<file path="src/rtl/slot_pg_pkg.sv">
package slot_pg_pkg;
  localparam int REG_W       = 8;
  localparam int BIT_AUX_PG  = 7;
  localparam int BIT_MAIN_PG = 6;
  localparam int BIT_FMASK   = 2;
  localparam int BIT_MAIN_EN = 1;
  localparam int BIT_AUX_EN  = 0;

  typedef struct packed {
    logic force_mask;
    logic main_on;
    logic aux_on;
  } slot_ctrl_t;

  function automatic slot_ctrl_t unpack_ctrl(input logic [REG_W-1:0] w);
    slot_ctrl_t c;
    c.force_mask = w[BIT_FMASK];
    c.main_on    = w[BIT_MAIN_EN];
    c.aux_on     = w[BIT_AUX_EN];
    return c;
  endfunction

  function automatic logic [REG_W-1:0] pack_status(input slot_ctrl_t c,
                                                   input logic aux_pg,
                                                   input logic main_pg);
    logic [REG_W-1:0] r;
    r              = '0;
    r[BIT_AUX_PG]  = aux_pg;
    r[BIT_MAIN_PG] = main_pg;
    r[BIT_FMASK]   = c.force_mask;
    r[BIT_MAIN_EN] = c.main_on;
    r[BIT_AUX_EN]  = c.aux_on;
    return r;
  endfunction
endpackage

</file>
<file path="src/rtl/slot_pg_sync.sv">
module slot_pg_sync #(
  parameter int              WIDTH   = 1,
  parameter int              STAGES  = 2,
  parameter logic [WIDTH-1:0] RST_VAL = '0
) (
  input  logic             clk,
  input  logic             rst_n,
  input  logic [WIDTH-1:0] d,
  output logic [WIDTH-1:0] q
);
  logic [STAGES-1:0][WIDTH-1:0] chain;

  always_ff @(posedge clk or negedge rst_n) begin
    if (!rst_n) begin
      for (int i = 0; i < STAGES; i++) chain[i] <= RST_VAL;
    end else begin
      chain[0] <= d;
      for (int i = 1; i < STAGES; i++) chain[i] <= chain[i-1];
    end
  end

  assign q = chain[STAGES-1];
endmodule

</file>
<file path="src/rtl/slot_pg_regfile.sv">
module slot_pg_regfile
  import slot_pg_pkg::*;
#(
  parameter logic [REG_W-1:0] CMD_CODE = 8'h03
) (
  input  logic             clk,
  input  logic             rst_n,
  input  logic [REG_W-1:0] bus_cmd,
  input  logic             bus_wr,
  input  logic             bus_rd,
  input  logic [REG_W-1:0] bus_wdata,
  input  logic             aux_pg_s,
  input  logic             main_pg_s,
  output slot_ctrl_t       ctrl,
  output logic             rsp_valid,
  output logic [REG_W-1:0] rsp_data
);
  logic hit;
  logic wr_hit;
  logic rd_hit;

  assign hit    = (bus_cmd == CMD_CODE);
  assign wr_hit = bus_wr && hit;
  assign rd_hit = bus_rd && hit;

  always_ff @(posedge clk or negedge rst_n) begin
    if (!rst_n) begin
      ctrl <= '0;
    end else if (wr_hit) begin
      ctrl <= unpack_ctrl(bus_wdata);
    end
  end

  always_ff @(posedge clk or negedge rst_n) begin
    if (!rst_n) begin
      rsp_valid <= 1'b0;
      rsp_data  <= '0;
    end else begin
      rsp_valid <= rd_hit;
      if (rd_hit) rsp_data <= pack_status(ctrl, aux_pg_s, main_pg_s);
    end
  end
endmodule

</file>
<file path="src/rtl/slot_pg_pin.sv">
module slot_pg_pin (
  input  logic clk,
  input  logic rst_n,
  input  logic aux_pg_s,
  input  logic main_pg_s,
  input  logic force_n_s,
  input  logic force_mask,
  output logic pg_oe
);
  logic override;
  logic good_next;

  assign override  = !force_n_s && !force_mask;
  assign good_next = aux_pg_s && main_pg_s && !override;

  always_ff @(posedge clk or negedge rst_n) begin
    if (!rst_n) pg_oe <= 1'b0;
    else        pg_oe <= good_next;
  end
endmodule

</file>
<file path="src/rtl/slot_pg_ctrl.sv">
module slot_pg_ctrl
  import slot_pg_pkg::*;
#(
  parameter logic [7:0] CMD_CODE    = 8'h03,
  parameter int         SYNC_STAGES = 2
) (
  input  logic       clk,
  input  logic       rst_n,
  input  logic [7:0] bus_cmd,
  input  logic       bus_wr,
  input  logic       bus_rd,
  input  logic [7:0] bus_wdata,
  output logic       rsp_valid,
  output logic [7:0] rsp_data,
  input  logic       main_pg_raw,
  input  logic       aux_pg_raw,
  input  logic       force_on_n,
  output logic       main_en,
  output logic       aux_en,
  output logic       pg_oe
);
  logic [1:0] pg_s;
  logic       force_n_s;
  slot_ctrl_t ctrl;

  slot_pg_sync #(.WIDTH(2), .STAGES(SYNC_STAGES), .RST_VAL(2'b00)) u_pg_sync (
    .clk (clk),
    .rst_n (rst_n),
    .d ({aux_pg_raw, main_pg_raw}),
    .q (pg_s)
  );

  slot_pg_sync #(.WIDTH(1), .STAGES(SYNC_STAGES), .RST_VAL(1'b1)) u_force_sync (
    .clk (clk),
    .rst_n (rst_n),
    .d (force_on_n),
    .q (force_n_s)
  );

  slot_pg_regfile #(.CMD_CODE(CMD_CODE)) u_regs (
    .clk (clk),
    .rst_n (rst_n),
    .bus_cmd (bus_cmd),
    .bus_wr (bus_wr),
    .bus_rd (bus_rd),
    .bus_wdata (bus_wdata),
    .aux_pg_s (pg_s[1]),
    .main_pg_s (pg_s[0]),
    .ctrl (ctrl),
    .rsp_valid (rsp_valid),
    .rsp_data (rsp_data)
  );

  slot_pg_pin u_pin (
    .clk (clk),
    .rst_n (rst_n),
    .aux_pg_s (pg_s[1]),
    .main_pg_s (pg_s[0]),
    .force_n_s (force_n_s),
    .force_mask (ctrl.force_mask),
    .pg_oe (pg_oe)
  );

  assign main_en = ctrl.main_on;
  assign aux_en  = ctrl.aux_on;
endmodule

</file>
<file path="config.mk">
export PLATFORM = sky130hd
export DESIGN_NAME = slot_pg_ctrl
export DESIGN_NICKNAME = d
export VERILOG_FILES = /design/src/rtl/slot_pg_pkg.sv /design/src/rtl/slot_pg_sync.sv /design/src/rtl/slot_pg_regfile.sv /design/src/rtl/slot_pg_pin.sv /design/src/rtl/slot_pg_ctrl.sv
export SDC_FILE = /design/constraint.sdc
export NUM_CORES = 1
export LEC_CHECK = 0
export BUFFER_PORTS_ARGS = -buffer_cell sky130_fd_sc_hd__buf_2
export CORE_MARGIN = 4
export CORE_UTILIZATION = 43
export CTS_BUF_LIST = sky130_fd_sc_hd__clkbuf_8 sky130_fd_sc_hd__clkbuf_16
export CTS_CLUSTER_DIAMETER = 200
export DETAILED_ROUTE_END_ITERATION = 16
export PLACE_DENSITY = 0.79
export SKIP_LAST_GASP = 1
export SLEW_MARGIN = 30
export SYNTH_ARGS = -nofsm -noshare
export SYNTH_HDL_FRONTEND = slang
export SYNTH_SLANG_ARGS = --single-unit
</file>
<file path="constraint.sdc">
create_clock -name clk -period 1.1 [get_ports clk]
set_input_delay 0.055 -clock clk [delete_from_list [all_inputs] [get_ports clk]]
set_output_delay 0.055 -clock clk [all_outputs]
set_load 0.05 [all_outputs]
</file>
==> results.toml, run 1 <==
[final_layout]
final_cells = 81
area.growth.synth_to_final_pct = 39.1
drive_above_1_share_pct = 64.2
layout_commonest_cell = "buf_2"
diodes = 0
nFillCells = 96
nets = 91
mostFrequentLayoutCells = "buf_2, dfrtp_1, mux2_2"
ff_latch_area_um2 = 403
multi_input_area_um2 = 160
final_area_um2 = 810

[drt]
first_iter_violations = 0
wirelength_um = 1110
dr.pass1.iters = 1
drc = 0
wl_per_cell_um = 13.7
viasPerCell = 4.53
dr_total_vias = 367
drtAntennaViolNets = 0

[global_route]
grt_pass1_wl_um = 1800
grt_overflow_total = 0
grt_use_total_pct = 13.1
antenna_found_initial = 0
grt_pass1_vias = 411
grt_max_degree = 17

[timing]
hold_viol = 0
rsz0062_at_grt = "false"
clock-skew-final_ns = 0.000284
slew_violations = 0
setup_viol = 0
fmax_ghz = 1.07
finalCritPeriodShare_pct = 84.7
min_period_ns = 0.932

[critical_path]
reg2reg_to = "u_regs.rsp_data[2]"
critPathMaxFanout = 3
crit_slowest_cell = "dfrtp_1"
crit_family = "flip-flops"
worstSetupEndpointType = "primary output"
critPathKind = "flop to primary output"
path_buf_inv = 1
path_cells = "buf_2"
r2r_cells = 1
worst-r2r-setup-slack_ns = 0.32
r2r_start = "u_regs.ctrl[2]"
cp.arrival_ns = 0.88
cp_slowest_stage_delay_ns = 0.36
crit_path_start_kind = "flop"
required_ns = 1.04

[cts]
cts.path.max_buffers = 2
htree_levels = 1
post_cts_buffers = 0
clock_sinks = 16
numCtsBuffers = 3
clkTransAtPathRegs_ns = 0.06
cts_root_buf = "clkbuf_8"
insertion_delay_ns = 0.24
cts_tree = "yes"

[place]
portBuffers = 26
gp_congestion = 0.609
place_inst = 73
place_area_um2 = 714

[job]
drv_cap = 0

[power_and_ir_drop]
p_per_area_nw_per_um2 = 1550
ir_drop_v = 0.000944
power_mw = 1.26
power.leakage_nw = 0.454

[hold_path]
hold-path-endpoint = "u_regs.ctrl[1]"
whs_path_depth = 2
hold_class = "input port to flop"
hp-start = "bus_wdata[1]"

[die]
design.die.area_um2 = 2010
core_um2 = 1190
die_y_um = 44.8
die_w_um = 44.8
ios = 35
start_util_pct = 49.1
core.rowCount = 12

[logic_synthesis]
synthesis.area_um2 = 582
synth_seq_cells = 16
seq_area_frac_synth_pct = 69.2
yosys.cell_types.count = 11
synthCells = 34
syn_avg_cell_area_um2 = 17.1
yosys_warnings = 0

[run_status]
outcome = "finished clean"
## cells in the mapped netlist
library cell,count,share of area [%]
dfstp_2,2,9.0
nor4_4,1,3.7
buf_4,3,3.9
mux2_2,8,15
nand3_1,1,0.86
o211a_1,1,1.7
dfrtp_1,14,60
nand3_2,1,1.7
inv_1,1,0.64
and4bb_2,1,2.2
conb_1,1,0.64
## stage by stage
| stage | setup TNS, ns | hold WS [ns] | utilization (%) | setup WS [ns] |
|---|---|---|---|---|
| 2_1_floorplan | 0 | -0.241 | - | 0.100 |
| 3_3_place_gp | 0 | -0.0276 | 60.2 | 0.0111 |
| 3_5_place_dp | -0.0654 | -0.0214 | 60.2 | -0.0148 |
| 4_1_cts | 0 | 0.0339 | 68.2 | 0.157 |
| 5_1_grt | 0 | 0.0412 | 68.2 | 0.114 |
| 6_report | 0 | 0.0398 | 68.2 | 0.168 |
## cell families after synthesis
family	Yosys count	synth area share [%]
buffers and inverters	4	4.52
AOI/OAI and AO/OA	1	1.72
DFF	16	69.2
and+or+nand+nor	4	8.39
muxes	8	15.5
other	1	0.645
## state kept, by name (all words and copies together) (netlist names)
name / flops
u_regs.ctrl: 3
u_regs.rsp_data: 5
u_force_sync.q: 1
u_pg_sync.chain: 2
u_force_sync.chain: 1
u_regs.rsp_valid: 1
u_pin.pg_oe: 1
u_pg_sync.q: 2
## routing by layer
layer | routed length [µm] | share of wire, % | track usage [%] | up-vias
met1 | 386 | 35 | 13.5 | 169
met3 | 103 | 9.3 | 4.78 | 4
met2 | 599 | 54 | 22.9 | 19
li1 | - | - | - | 175
met5 | 0 | 0 | 0 | -
met4 | 16 | 1.4 | 7.02 | 0
## final cells by class
| cell class | count | share of cell area (%) |
|---|---|---|
| Sequential cell | 16 | 49.8 |
| Timing Repair Buffer | 30 | 21.0 |
| Multi-Input combinational cell | 16 | 19.8 |
| Clock buffer | 4 | 6.80 |
| Tap cell | 14 | 2.16 |
| Inverter | 1 | 0.464 |
## what timing repair did
item                       CTS  global route
hold buffers                 4             0
resized for setup            0             0
hold endpoints to repair    19             0
setup endpoints to repair    0             0
## how the worst max path moves through the flow
stage | depth (start not counted) | from | end | slack, ns
after floorplan | 1 | u_regs.ctrl[0] | u_regs.ctrl[0] | 0.1
after global placement | 4 | bus_cmd[5] | u_regs.ctrl[1] | 0.01
after detailed placement | 4 | bus_cmd[5] | u_regs.rsp_data[6] | -0.01
after CTS | 1 | u_regs.ctrl[0] | aux_en | 0.16
after global routing | 1 | u_regs.ctrl[1] | main_en | 0.11
final | 1 | u_regs.ctrl[0] | aux_en | 0.17
## report_power, final
| group | internal (mW) | total [mW] | switching (mW) |
|---|---|---|---|
| Clock | 0.317 | 0.499 | 0.182 |
| Sequential | 0.614 | 0.623 | 0.00924 |
| Combinational | 0.0478 | 0.134 | 0.0866 |
| Total | 0.978 | 1.26 | 0.278 |
No activity file was read; power rests on OpenSTA's default activity.
==> run 2: changes to the inputs <==
Settings changed: ABC_AREA set to 1, CORE_UTILIZATION 43 to 37, PLACE_DENSITY 0.79 to 0.71.
Clock period 1.1 ns to 0.8 ns, I/O delays scaled along.
==> run 2 against run 1 <==
Compared with the run above:
- the flow now finishes with violations (setup timing)
- area after synthesis up 6.9%
- cell count increased by 41%
- final area up 19%
- routed wire length increased by 19%
- synthesized cell count grew 79%
- die area increased by 20%
- power grew 44%
- first-iteration DRC count increased by 7
- highest routed layer unchanged
==> results.toml, run 2 <==
[drt]
viasPerCell = 4.66
first_iter_violations = 7
drtAntennaViolNets = 0
dr.pass1.iters = 5
dr_total_vias = 531
drc = 0
wirelength_um = 1320
wl_per_cell_um = 11.6

[timing]
clock-skew-final_ns = 0.00150
rsz0062_at_grt = "true"
min_period_ns = 0.856
fmax_ghz = 1.17
whs_ns = 0.0329
setup_viol = 9
hold_viol = 0
slew_violations = 0
timing.final.ws_setup_ns = -0.0564
finalCritPeriodShare_pct = 107

[critical_path]
crit_family = "flip-flops"
path_cells = "buf_6"
cp_slowest_stage_delay_ns = 0.41
required_ns = 0.76
worstSetupEndpointType = "primary output"
path_buf_inv = 1
cp.arrival_ns = 0.82
crit_slowest_cell = "dfrtp_2"
critPathMaxFanout = 2
critPathKind = "flop to primary output"
crit_path_start_kind = "flop"

[global_route]
grt_overflow_total = 0
grt_max_degree = 17
grt_use_total_pct = 12.1
grt_pass1_wl_um = 2290
grt_pass1_vias = 567
antenna_found_initial = 0

[place]
dp_slack_ns = -0.0107
portBuffers = 26
place_inst = 102
gp_congestion = 0.699

[logic_synthesis]
synth_ff_type = "dfrtp_1"
async_flop_share_pct = 100
yosys.area.top_type = "dfrtp_1"
yosys.cell_types.count = 13
synthesis.area_um2 = 622
seq_area_frac_synth_pct = 64.8
synth_seq_cells = 16
yosys-top-cells-area = "dfrtp_1, nand2_1, dfstp_2"
syn_avg_cell_area_um2 = 10.2
yosysTopAreaCellShare_pct = 56.3
synth_most_common_cell = "nand2_1"
synthCells = 61
yosys_warnings = 0
synth_edf_count = 0
synthTopCellsByCount = "nand2_1, dfrtp_1, nand3_1"

[run_status]
outcome = "finished, violations left"
violations = "setup timing"

[final_layout]
nets = 122
final_cells = 114
mostFrequentLayoutCells = "nand2_1, buf_2, nand3_1"
diodes = 0
nFillCells = 131
top_regs = "u_regs.rsp_data (5), u_regs.ctrl (3)"
drive_above_1_share_pct = 50.0
layout_commonest_cell = "nand2_1"
area.growth.synth_to_final_pct = 54.3
largest-register = "u_regs.rsp_data"
largest_register_ffs = 5

[power_and_ir_drop]
power.leakage_nw = 0.527
p_per_area_nw_per_um2 = 1880
power_mw = 1.81
ir_drop_v = 0.00133

[die]
die_y_um = 49.0
design.die.area_um2 = 2400
core_um2 = 1540
core.rowCount = 14
start_util_pct = 40.3
die_w_um = 49.0
ios = 35

[cts]
cts.path.max_buffers = 2
clkTransAtPathRegs_ns = 0.06
insertion_delay_ns = 0.25
clock_sinks = 16
cts_tree = "yes"
numCtsBuffers = 3
htree_levels = 1
cts_root_buf = "clkbuf_8"

[job]
drv_cap = 0

[hold_path]
hold_class = "input port to flop"
[run 2: where the power goes]
group	switching, mW	internal (mW)	leakage (nW)
Combinational	0.141	0.0929	0.304
Sequential	0.0158	0.845	0.194
Clock	0.276	0.436	0.0288
[run 2: logic make-up (layout without fill, tap and decap cells)]
| group | after synthesis | in the layout | share of synthesized area [%] |
|---|---|---|---|
| flip-flops | 16 | 16 | 64.8 |
| AND/OR/NAND/NOR | 35 | 35 | 26.4 |
| buffers and inverters | 8 | 43 | 6.64 |
| AO/OA/AOI/OAI | 1 | 1 | 1.61 |
| other | 1 | 3 | 0.603 |
[run 2: worst min-delay path, cell delays in order]
cell,delay [ns]
buf_2,0.07
nand3_1,0.07
nand2_1,0.07
[run 2: path summary, 6_finish.rpt]
path / start / slack, ns / end / cells past startpoint
max: u_regs.ctrl[0] / -0.06 / aux_en / 1
min in group asynchronous: rst_n / 0.23 / u_pg_sync.chain[1] / 2
max in group asynchronous: rst_n / 0.27 / u_force_sync.q / 2
min reg2reg: u_pg_sync.chain[0] / 0.36 / u_pg_sync.q[0] / 0
min: bus_wdata[1] / 0.03 / u_regs.ctrl[1] / 3
max reg2reg: u_regs.ctrl[0] / 0.02 / u_regs.rsp_data[0] / 3
[run 2: layout make-up]
cell class                      count  area (µm²)  share of cell area [%]
Sequential cell                    16         412                    42.9
Clock buffer                        4        55.1                    5.74
Inverter                            5        18.8                    1.96
Multi-Input combinational cell     39         190                    19.8
Tap cell                           16        20.0                    2.09
Timing Repair Buffer               34         264                    27.5
[run 2: what timing repair did]
item                                    in CTS  in global routing
pin swaps                                    0                  2
hold endpoints to repair                    19                  0
hold buffers                                 4                  0
endpoints found under the setup margin       9                 12
buffers inserted                             4                  0
gates resized for setup                     20                  1
[run 2: metrics by stage]
stage,area (µm²),setup TNS [ns],utilization [%]
after floorplan,638,0,-
after global placement,766,0,49.7
after detailed placement,766,-0.0419,49.7
after CTS,955,-0.386,61.9
after global routing,960,-0.619,62.3
final,960,-0.353,62.3
[run 2: per-layer routing]
layer  routed length (µm)  track usage [%]
met2                  743             22.6
met3                   82             3.36
met5                    0                0
met1                  467             12.0
met4                   25             5.38
==> run 3: changes to the inputs <==
Settings changed: CAP_MARGIN set to 10, HOLD_SLACK_MARGIN set to 0.05, PLACE_DENSITY 0.71 to 0.68.
==> run 3 against run 2 <==
Compared with the run above:
- the run still ends with setup timing left
- critical path depth unchanged
- largest power group unchanged
- clock power fell by 2%
- sequential share of layout area is 1.8 points lower
- final area up 4.3%
- routed wire length increased by 5.2%
- die area unchanged
- clock skew grew 0.0025 ns
- register-to-register slack got worse by 0.02 ns
- core utilization rose by 2.7 points
- critical path type unchanged
==> results.toml, run 3 (synthesis results as in run 2) <==
[final_layout]
nets = 125
largest_register_ffs = 5
top_regs = "u_regs.rsp_data (5), u_regs.ctrl (3)"
layout_commonest_cell = "nand2_1"
area.growth.synth_to_final_pct = 61.0
final_cells = 117
mostFrequentLayoutCells = "nand2_1, buf_2"
largest-register = "u_regs.rsp_data"
final_area_um2 = 1000
final_util_pct = 64.9
diodes = 0
drive_above_1_share_pct = 50.5

[die]
design.die.area_um2 = 2400
die_y_um = 49.0
ios = 35
core_um2 = 1540
core.rowCount = 14
die_w_um = 49.0
start_util_pct = 40.3

[global_route]
grt_use_total_pct = 13.8
grt_pass1_wl_um = 2530
grt_pass1_vias = 567
grt_overflow_total = 0
antenna_found_initial = 0
grt_max_degree = 17

[critical_path]
worst-r2r-setup-slack_ns = 0
cp.arrival_ns = 0.82
r2r_start = "u_regs.ctrl[0]"
r2r_cells = 3
path_cells = "buf_6"
crit_path_end = "aux_en"
crit_path_start_kind = "flop"
crit_family = "flip-flops"
reg2reg_to = "u_regs.ctrl[0]"
worst-path-stages = 1
crit_slowest_cell = "dfrtp_2"
cp_slowest_stage_delay_ns = 0.42
setup.worst_path.start = "u_regs.ctrl[0]"
worstSetupEndpointType = "primary output"
required_ns = 0.76
critPathMaxFanout = 2
critPathKind = "flop to primary output"
path_buf_inv = 1

[timing]
slew_violations = 0
min_period_ns = 0.862
rsz0062_at_grt = "true"
whs_ns = 0.0792
timing.final.ws_setup_ns = -0.0617
setup_viol = 9
finalCritPeriodShare_pct = 108
hold_viol = 0
fmax_ghz = 1.16
clock-skew-final_ns = 0.00401

[cts]
numCtsBuffers = 3
insertion_delay_ns = 0.25
cts_tree = "yes"
clock_sinks = 16
cts.path.max_buffers = 2
cts_root_buf = "clkbuf_8"
htree_levels = 1
clkTransAtPathRegs_ns = 0.06

[place]
dp_slack_ns = -0.0327
gp_congestion = 0.699
place_inst = 102
portBuffers = 26
place_hpwl_um = 917
place_area_um2 = 766

[drt]
dr_total_vias = 525
viasPerCell = 4.49
drtAntennaViolNets = 0
wirelength_um = 1390
first_iter_violations = 4
wl_per_cell_um = 11.9
drc = 0
dr.pass1.iters = 3

[run_status]
outcome = "finished, violations left"
violations = "setup timing"

[power_and_ir_drop]
power.leakage_nw = 0.541
ir_drop_v = 0.00119
p_per_area_nw_per_um2 = 1800

[hold_path]
hold_class = "input port to flop"

[job]
drv_cap = 0
run 3: changes by cell type in the layout (fill, tap and decap cells not counted):
cell	previous run	this run
buf_8	2	3
nand2_2	1	2
dlygate4sd3_1	4	7
nand2_1	19	18
nand3_2	2	3
nand3_1	8	7
buf_6	7	6
run 3: final cells by class:
type	instances	area (µm²)
Clock buffer	4	55.1
Fill cell	130	541
Inverter	5	18.8
Multi-Input combinational cell	39	198
Sequential cell	16	412
Tap cell	16	20.0
Timing Repair Buffer	37	298
run 3: worst min path at each step:
stage	start	endpoint	slack, ns	depth (start not counted)
after global placement	rst_n	u_pg_sync.chain[0]	-0.05	1
after detailed placement	rst_n	u_pg_sync.chain[0]	-0.04	1
after CTS	bus_wr	u_regs.ctrl[2]	0.07	3
final	bus_wr	u_regs.ctrl[2]	0.08	3
after global routing	bus_wr	u_regs.ctrl[0]	0.09	3
after floorplan	rst_n	u_pg_sync.chain[0]	-0.26	0
run 3: repair_timing:
item / 4_1_cts / 5_1_grt
hold buffers: 7 / 0
pin swaps: 0 / 1
endpoints found under the setup margin: 9 / 13
endpoints found under the hold margin: 22 / 0
buffers inserted: 4 / 0
gates resized for setup: 21 / 3
run 3: power breakdown:
group	switching, mW	leakage [nW]	internal, mW
logic	0.144	0.318	0.101
clock network	0.263	0.0288	0.436
registers	0.0162	0.194	0.845
total	0.423	0.541	1.38
run 3: routing by layer:
metal | routed length, µm | share of wire [%] | up-vias | track usage [%]
met4 | 26 | 1.9 | 0 | 4.04
met2 | 748 | 54 | 17 | 23.5
met5 | 0 | 0 | - | 0
li1 | - | - | 264 | -
met3 | 90 | 6.5 | 5 | 5.50
met1 | 522 | 38 | 239 | 15.7
run 3: stage by stage:
step / total power [mW] / setup TNS (ns)
floorplan: 0.984 / 0
global placement: 1.05 / -0.0423
detailed placement: 1.06 / -0.171
CTS: 1.81 / -0.408
global route: 1.88 / -0.690
finish: 1.81 / -0.371
